--- config.mk ---
export PLATFORM = sky130hd
export DESIGN_NAME = lane_shuffle
export DESIGN_NICKNAME = d
export VERILOG_FILES = /design/src/rtl/lane_shuffle_pkg.sv /design/src/rtl/lane_code_decode.sv /design/src/rtl/lane_mux.sv /design/src/rtl/lane_shuffle.sv
export SDC_FILE = /design/constraint.sdc
export NUM_CORES = 1
export LEC_CHECK = 0
export ABC_CLOCK_PERIOD_IN_PS = 1900
export CORE_AREA = 2 2 157 159
export DETAILED_ROUTE_END_ITERATION = 16
export DIE_AREA = 0 0 159 161
export DONT_BUFFER_PORTS = 1
export PLACE_DENSITY = 0.53
export SETUP_SLACK_MARGIN = 0.15
export SLEW_MARGIN = 25
export SYNTH_ARGS = -nofsm -noshare
export SYNTH_HDL_FRONTEND = slang
export SYNTH_SLANG_ARGS = --single-unit
--- constraint.sdc ---
create_clock -name clk -period 1.9 [get_ports clk]
set_input_delay 0.285 -clock clk [delete_from_list [all_inputs] [get_ports clk]]
set_output_delay 0.285 -clock clk [all_outputs]
set_load 0.03 [all_outputs]
--- src/rtl/lane_shuffle_pkg.sv ---
// Package: shared widths and constant encodings for the lane shuffle.
// Assumes 32-bit single-precision elements.
package lane_shuffle_pkg;
    parameter int unsigned ELEM_W  = 32;
    parameter int unsigned LANES   = 4;
    parameter int unsigned CODE_W  = 3;
    localparam int unsigned SEL_W  = $clog2(LANES);
    localparam int unsigned LEN_W  = $clog2(LANES + 1);
    localparam logic [ELEM_W-1:0] FP_ZERO = 32'h0000_0000;
    localparam logic [ELEM_W-1:0] FP_ONE  = 32'h3F80_0000;

    typedef enum logic [1:0] {
        ACT_COPY = 2'd0,
        ACT_ZERO = 2'd1,
        ACT_ONE  = 2'd2,
        ACT_KEEP = 2'd3
    } lane_act_e;
endpackage

--- src/rtl/lane_code_decode.sv ---
// Module: lane_code_decode
// Turns one 3-bit lane code and the lane's active flag into an action and
// a source index. Purely combinational. Assumes the code width is 3.
module lane_code_decode
    import lane_shuffle_pkg::*;
(
    input  logic [CODE_W-1:0] code_i,
    input  logic              active_i,
    output lane_act_e         act_o,
    output logic [SEL_W-1:0]  sel_o
);
    // Classify the code; inactive lanes are always kept.
    always_comb begin
        sel_o = code_i[SEL_W-1:0];
        if (!active_i)                act_o = ACT_KEEP;
        else if (!code_i[CODE_W-1])   act_o = ACT_COPY;
        else if (code_i == 3'd4)      act_o = ACT_ZERO;
        else if (code_i == 3'd5)      act_o = ACT_ONE;
        else                          act_o = ACT_KEEP;
    end
endmodule

--- src/rtl/lane_mux.sv ---
// Module: lane_mux
// Produces the next value of one destination lane from the full source bus,
// the lane's prior value and a decoded action. Combinational.
module lane_mux
    import lane_shuffle_pkg::*;
(
    input  logic [LANES*ELEM_W-1:0] src_i,
    input  logic [ELEM_W-1:0]       prior_i,
    input  lane_act_e               act_i,
    input  logic [SEL_W-1:0]        sel_i,
    output logic [ELEM_W-1:0]       val_o
);
    logic [ELEM_W-1:0] picked;

    // Select the source element named by sel_i over the whole 4-lane bus.
    always_comb picked = src_i[sel_i*ELEM_W +: ELEM_W];

    // Apply the action.
    always_comb begin
        unique case (act_i)
            ACT_COPY: val_o = picked;
            ACT_ZERO: val_o = FP_ZERO;
            ACT_ONE:  val_o = FP_ONE;
            default:  val_o = prior_i;
        endcase
    end
endmodule

--- src/rtl/lane_shuffle.sv ---
// Module: lane_shuffle (top)
// Registered per-lane shuffle with constant fill and an immediate write mask.
// Assumes len_i is in 1..LANES when start_i is high. The result is held
// until the next start.
module lane_shuffle
    import lane_shuffle_pkg::*;
(
    input  logic                    clk,
    input  logic                    rst_n,
    input  logic                    start_i,
    input  logic [LANES*ELEM_W-1:0] src_i,
    input  logic [LANES*ELEM_W-1:0] dst_i,
    input  logic [LANES*CODE_W-1:0] ctrl_i,
    input  logic [LEN_W-1:0]        len_i,
    output logic [LANES*ELEM_W-1:0] res_o,
    output logic                    done_o
);
    logic [LANES*ELEM_W-1:0] next_res;

    for (genvar s = 0; s < LANES; s++) begin : g_lane
        lane_act_e        act;
        logic [SEL_W-1:0] sel;
        logic             active;

        // Lane is processed only when its index is below the length.
        always_comb active = (LEN_W'(s) < len_i);

        lane_code_decode u_dec (
            .code_i  (ctrl_i[s*CODE_W +: CODE_W]),
            .active_i(active),
            .act_o   (act),
            .sel_o   (sel)
        );

        lane_mux u_mux (
            .src_i  (src_i),
            .prior_i(dst_i[s*ELEM_W +: ELEM_W]),
            .act_i  (act),
            .sel_i  (sel),
            .val_o  (next_res[s*ELEM_W +: ELEM_W])
        );


        inactive_keep_chk: assert property (@(posedge clk) disable iff (!rst_n)
            (start_i && !active) |=> res_o[s*ELEM_W +: ELEM_W] == $past(dst_i[s*ELEM_W +: ELEM_W]));

        zero_fill_chk: assert property (@(posedge clk) disable iff (!rst_n)
            (start_i && active && ctrl_i[s*CODE_W +: CODE_W] == 3'd4) |=> res_o[s*ELEM_W +: ELEM_W] == 32'h0);

        one_fill_chk: assert property (@(posedge clk) disable iff (!rst_n)
            (start_i && active && ctrl_i[s*CODE_W +: CODE_W] == 3'd5) |=> res_o[s*ELEM_W +: ELEM_W] == 32'h3F800000);
    end

    // Capture the result and raise done one cycle after start.
    always_ff @(posedge clk) begin
        if (!rst_n) begin
            res_o  <= '0;
            done_o <= 1'b0;
        end else begin
            done_o <= start_i;
            if (start_i) res_o <= next_res;
        end
    end


    done_follow_chk: assert property (@(posedge clk) disable iff (!rst_n)
        done_o == $past(start_i));

    hold_chk: assert property (@(posedge clk) disable iff (!rst_n)
        !start_i |=> $stable(res_o));

    reset_chk: assert property (@(posedge clk)
        !rst_n |=> (res_o == '0 && !done_o));
endmodule

== After elaboration in Yosys (flattened, before gate mapping) ==
Index checks and enable logic that the tools add are counted.
Storage, ports and cells
  register bits: 129
  bits of input ports: 274
  output and inout port bits: 129
  word-level logic and storage cells: 50
Operators by class
  order comparisons: 4
  equality and inequality tests: 16
  shift operators: 4
  muxes and demuxes: 20
  reductions and logical operators: 4
Operator list (number)
  $shiftx A128 B8 Y32: 4
  $pmux W32 S3: 4
  $eq A3 B3 Y1 const B: 8
  $mux W2: 12
  $eq A2 B1 Y1 const B: 4
  $eq A2 B2 Y1 const B: 4
  $logic_not A2 Y1: 4
  $lt A1 B3 Y1 const A: 2
  $lt A2 B3 Y1 const A: 2
  $mux W1: 4

== Depth between registers and ports, before layout ==
  depth in word-level cells: 7
  gate-level depth with buffers: 7
  mapped depth without buffers: 3

== Hierarchy ==
Synthesis repeated with hierarchy kept, for this count alone.
Second synthesis, totals
  cell total of the unflattened synthesis: 798
  area, all modules: 9880.7 µm²
Modules (own cells, without submodules)
  lane_shuffle: times used 1, cells an instance 418, area an instance 5006.1 µm², seq. area each 2582.5 µm²
  lane_mux: times used 4, cells an instance 88, area an instance 1179.9 µm², seq. area each 0.0 µm²
  lane_code_decode: times used 4, cells an instance 7, area an instance 38.8 µm², seq. area each 0.0 µm²

== Worst setup path after synthesis ==
Ideal clock, no wire load.
  path kind: input-to-reg
  start: input port ctrl_i[1]
  end: register res_o[27]
  setup time: 0.137 ns
  data arrival time: 1.553 ns
  data required time: 1.763 ns
  setup slack: 0.210 ns
  stages: 5
  buffers on the path: 2
  cells stage by stage: buf_2 > clkbuf_1 > mux4_2 > a2111oi_0 > a211oi_1
On the way
  word-level cells in the longest chain between the ends: 7
  elaborated cells between the ends (all ways): 11
  classes of those cells: eq/ne: 4; shift: 1; mux: 5; reduce/logical: 1
Ends and longest elaborated chain
  start, declared: line lane_shuffle.sv:13  | input logic [LANES*CODE_W-1:0] ctrl_i,
  branches (longest 6 deep; another with $shiftx A128 B8 Y32)
  $pmux W32 S3 (*): line lane_mux.sv:20  | unique case (act_i)
  end signal, assigned: line lane_shuffle.sv:61  | if (start_i) res_o <= next_res;
  end, declared: line lane_shuffle.sv:15  | output logic [LANES*ELEM_W-1:0] res_o,
Mark *: on every way between the ends.
A chain may end at the register's enable or synchronous reset.

==> summary.txt <==
Critical path
  – CP Launch Type: input pin
  – Crit path required time: between 2 and 2.5 ns
  – Launching point of the worst reg2reg path: res_o[55]$_SDFFE_PN0P_
  – Crit. End Element: register
  – Reg2reg path depth: 2
  – R2R setup slack: 0.88 ns
  – WP data arrival: between 1.5 and 2 ns
  – FF-to-FF End: res_o[55]$_SDFFE_PN0P_
  – CP Max Fanout: approximately 130
  – Critical path class: in -> reg

Floorplan
  – I/O pin count: 403
  – Rows: 57
  – Die height: roughly 160 um
  – Initial Util: between 30% and 40%
  – Die Wd: about 160 um
  – Total core area: 24000 um^2
  – Die footprint: roughly 26000 um^2

Route
  – Drt drc: 0
  – Avg Vias per Cell: slightly above 7
  – Detailed Routing Iterations Pass 1: 5
  – Top sig layer: met4
  – ANT nets after route: 0
  – Drt wl/cell: ~34 um
  – Met2 Routed Length: ~19000 um
  – 1st-iter DRT viols: 746
  – Metal3 WL: 3930 um
  – Total wire length: 38600 um
  – Total number of vias: 8087
  – DRT met1 WL: ~15000 um

Clock network
  – Skew-Pair Late Insertion Delay: around 0.41 ns
  – Max Root-Sink Buffers: 2
  – Number of setup buffers added after CTS: 0
  – H-tree depth: 4
  – CTS Buf Count: 17
  – Clk Tree Root Cell: clkbuf_16
  – CTS tree: done
  – Reg clk slew, reported paths: ~0.07 ns
  – Clock sink count: 129

Synth
  – Post-synth EDFFs: 0
  – Commonest cells post-synth: o21ai_0, dfxtp_1, mux4_2
  – Area contributors post-synth: mux4_2, dfxtp_1, o21ai_0
  – Synth area leader: mux4_2
  – Post-Syn Nets: roughly 1100
  – Most frequent cell after synthesis: o21ai_0
  – Most common flop cell mapped by yosys: dfxtp_1
  – Ys async rst share: 0%
  – Mean Syn Cell Area: roughly 11 um^2
  – Seq/Total Area, Yosys: about 28%
  – Syn. warnings: 0
  – Synth top area share: between 30% and 40%
  – Mapped Area: around 9000 um^2
  – Yosys reg bits: 129
  – Post-synthesis cell count: between 800 and 900
  – Synth cell types: 34

Global routing
  – Grt ovf: 0
  – Number of global-route vias before repair: ~8000
  – Largest net degree at the start of global routing: about 130
  – First-pass GRT wire length: roughly 57000 um
  – Overall Global Routing Usage: 29.8%
  – Initial antenna violation count: 5

Timing
  – Clock skew: 0 ns
  – Minimum hold slack: between 0.02 and 0.025 ns
  – Period utilisation layout: 74.2%
  – RSZ-0062 raised after global routing: no
  – F_max: between 700 and 800 MHz
  – Setup TNS: 0 ns
  – Final setup viols: 0
  – Slew headroom: 32.0%
  – Final hold vios: 0
  – Final slew viol count: 0
  – Tmin final: roughly 1.4 ns
  – Worst slew pin tran: between 1 and 1.5 ns

Worst hold path
  – Hold Path Stages: 2
  – Hold Path Origin: dst_i[49]
  – Worst Hold End: res_o[49]$_SDFFE_PN0P_
  – HP Class: in -> reg

Layout
  – Layout area overhead: 8.92%
  – Post-layout util: around two fifths
  – Fillers: ~2400
  – Design area: 9900 um^2
  – Final nets: 1069
  – Proportion of layout cells with a drive suffix above 1: between 20% and 30%

Run status
  – Outcome: complete, no violations

Power
  – Worst vdd rail ir drop: ~0.44 mV
  – LEAKAGE: 3.15 nW
  – PwrDens: 825 nW/um^2

Placement
  – Input/output buffers: 0
  – Post-DP HPWL: 26500 um
  – Post-DP Area: about 9000 um^2
  – GPL Wtd Cong: about 0.84

Run
  – Max-cap violations: 0
## area by class of cell
type / instances / area (um^2) / share of cell area, %
Clock inverter: 12 / 110 / 1.11
Antenna cell: 5 / 12.5 / 0.126
Tap cell: 324 / 405 / 4.09
Inverter: 3 / 12.5 / 0.126
Multi-Input combinational cell: 611 / 5960 / 60.2
Clock buffer: 20 / 447 / 4.51
Sequential cell: 129 / 2580 / 26.1
Timing Repair Buffer: 33 / 370 / 3.74
## worst max path at each step
stage / startpoint / endpoint / cells after the start
detailed placement: ctrl_i[0] / res_o[25]$_SDFFE_PN0P_ / 3
CTS: rst_n / res_o[55]$_SDFFE_PN0P_ / 3
global placement: ctrl_i[0] / res_o[25]$_SDFFE_PN0P_ / 3
finish: start_i / res_o[25]$_SDFFE_PN0P_ / 4
floorplan: ctrl_i[1] / res_o[27]$_SDFFE_PN0P_ / 5
global route: rst_n / res_o[55]$_SDFFE_PN0P_ / 3
## placed cells by master (no fill, tap or decap), types with 2 or more instances in the layout
cell type / n
o21ai_0: 178
dfxtp_1: 129
mux4_2: 128
nor2_1: 50
nand3_1: 50
a31oi_1: 50
a221oi_2: 38
a211oi_1: 28
clkbuf_16: 17
buf_4: 16
a21oi_1: 14
nand2b_1: 14
nor3_1: 14
a221oi_1: 12
a2111oi_0: 10
dlygate4sd3_1: 9
buf_12: 6
diode_2: 5
clkinv_2: 4
a2111oi_2: 4
clkinvlp_4: 4
and2_1: 3
inv_1: 2
nand2_1: 2
o21a_1: 2
o21ai_1: 2
clkinv_4: 2
clkbuf_1: 2
inv_6: 2
## report_power, final
group | switching (mW) | internal, mW | leakage (nW)
Sequential | 0.573 | 2.92 | 1.07
Clock | 1.40 | 1.84 | 0.263
Combinational | 0.669 | 0.768 | 1.81
Total | 2.64 | 5.53 | 3.15
## metrics by stage
stage | power (mW) | instances | worst slack, ns
2_1_floorplan | 4.75 | 857 | 0.210
3_3_place_gp | 4.91 | 1089 | 0.191
3_5_place_dp | 4.92 | 1089 | 0.197
4_1_cts | 8.23 | 1132 | 0.265
5_1_grt | 8.46 | 1137 | 0.481
6_report | 8.17 | 1137 | 0.490
## registers in the layout, summed over array words and instances, names as in the netlist
name / count
res_o: 128
done_o: 1
## repair_timing
item	in CTS	in global routing
resized for setup	0	1
hold buffers	11	0
hold endpoints to repair	82	0
setup endpoints to repair	0	4
## kinds of logic after synthesis
family | synth area share [%]
flops | 28.4
simple gates | 7.10
buf+inv | 6.41
compound gates | 26.4
mux | 31.7
## metal layers
metal / vias up / GRT usage (%)
met2: 547 / 48.0
met1: 4100 / 38.1
met5: - / 0
met4: 0 / 10.9
li1: 3387 / -
met3: 53 / 8.91
## critical path, cell delays in order
cell and delay (ns):
clkinv_2 0.26, buf_4 0.28, a2111oi_0 0.72, a211oi_1 0.08
Note: power is estimated with default switching activity, not from simulation.
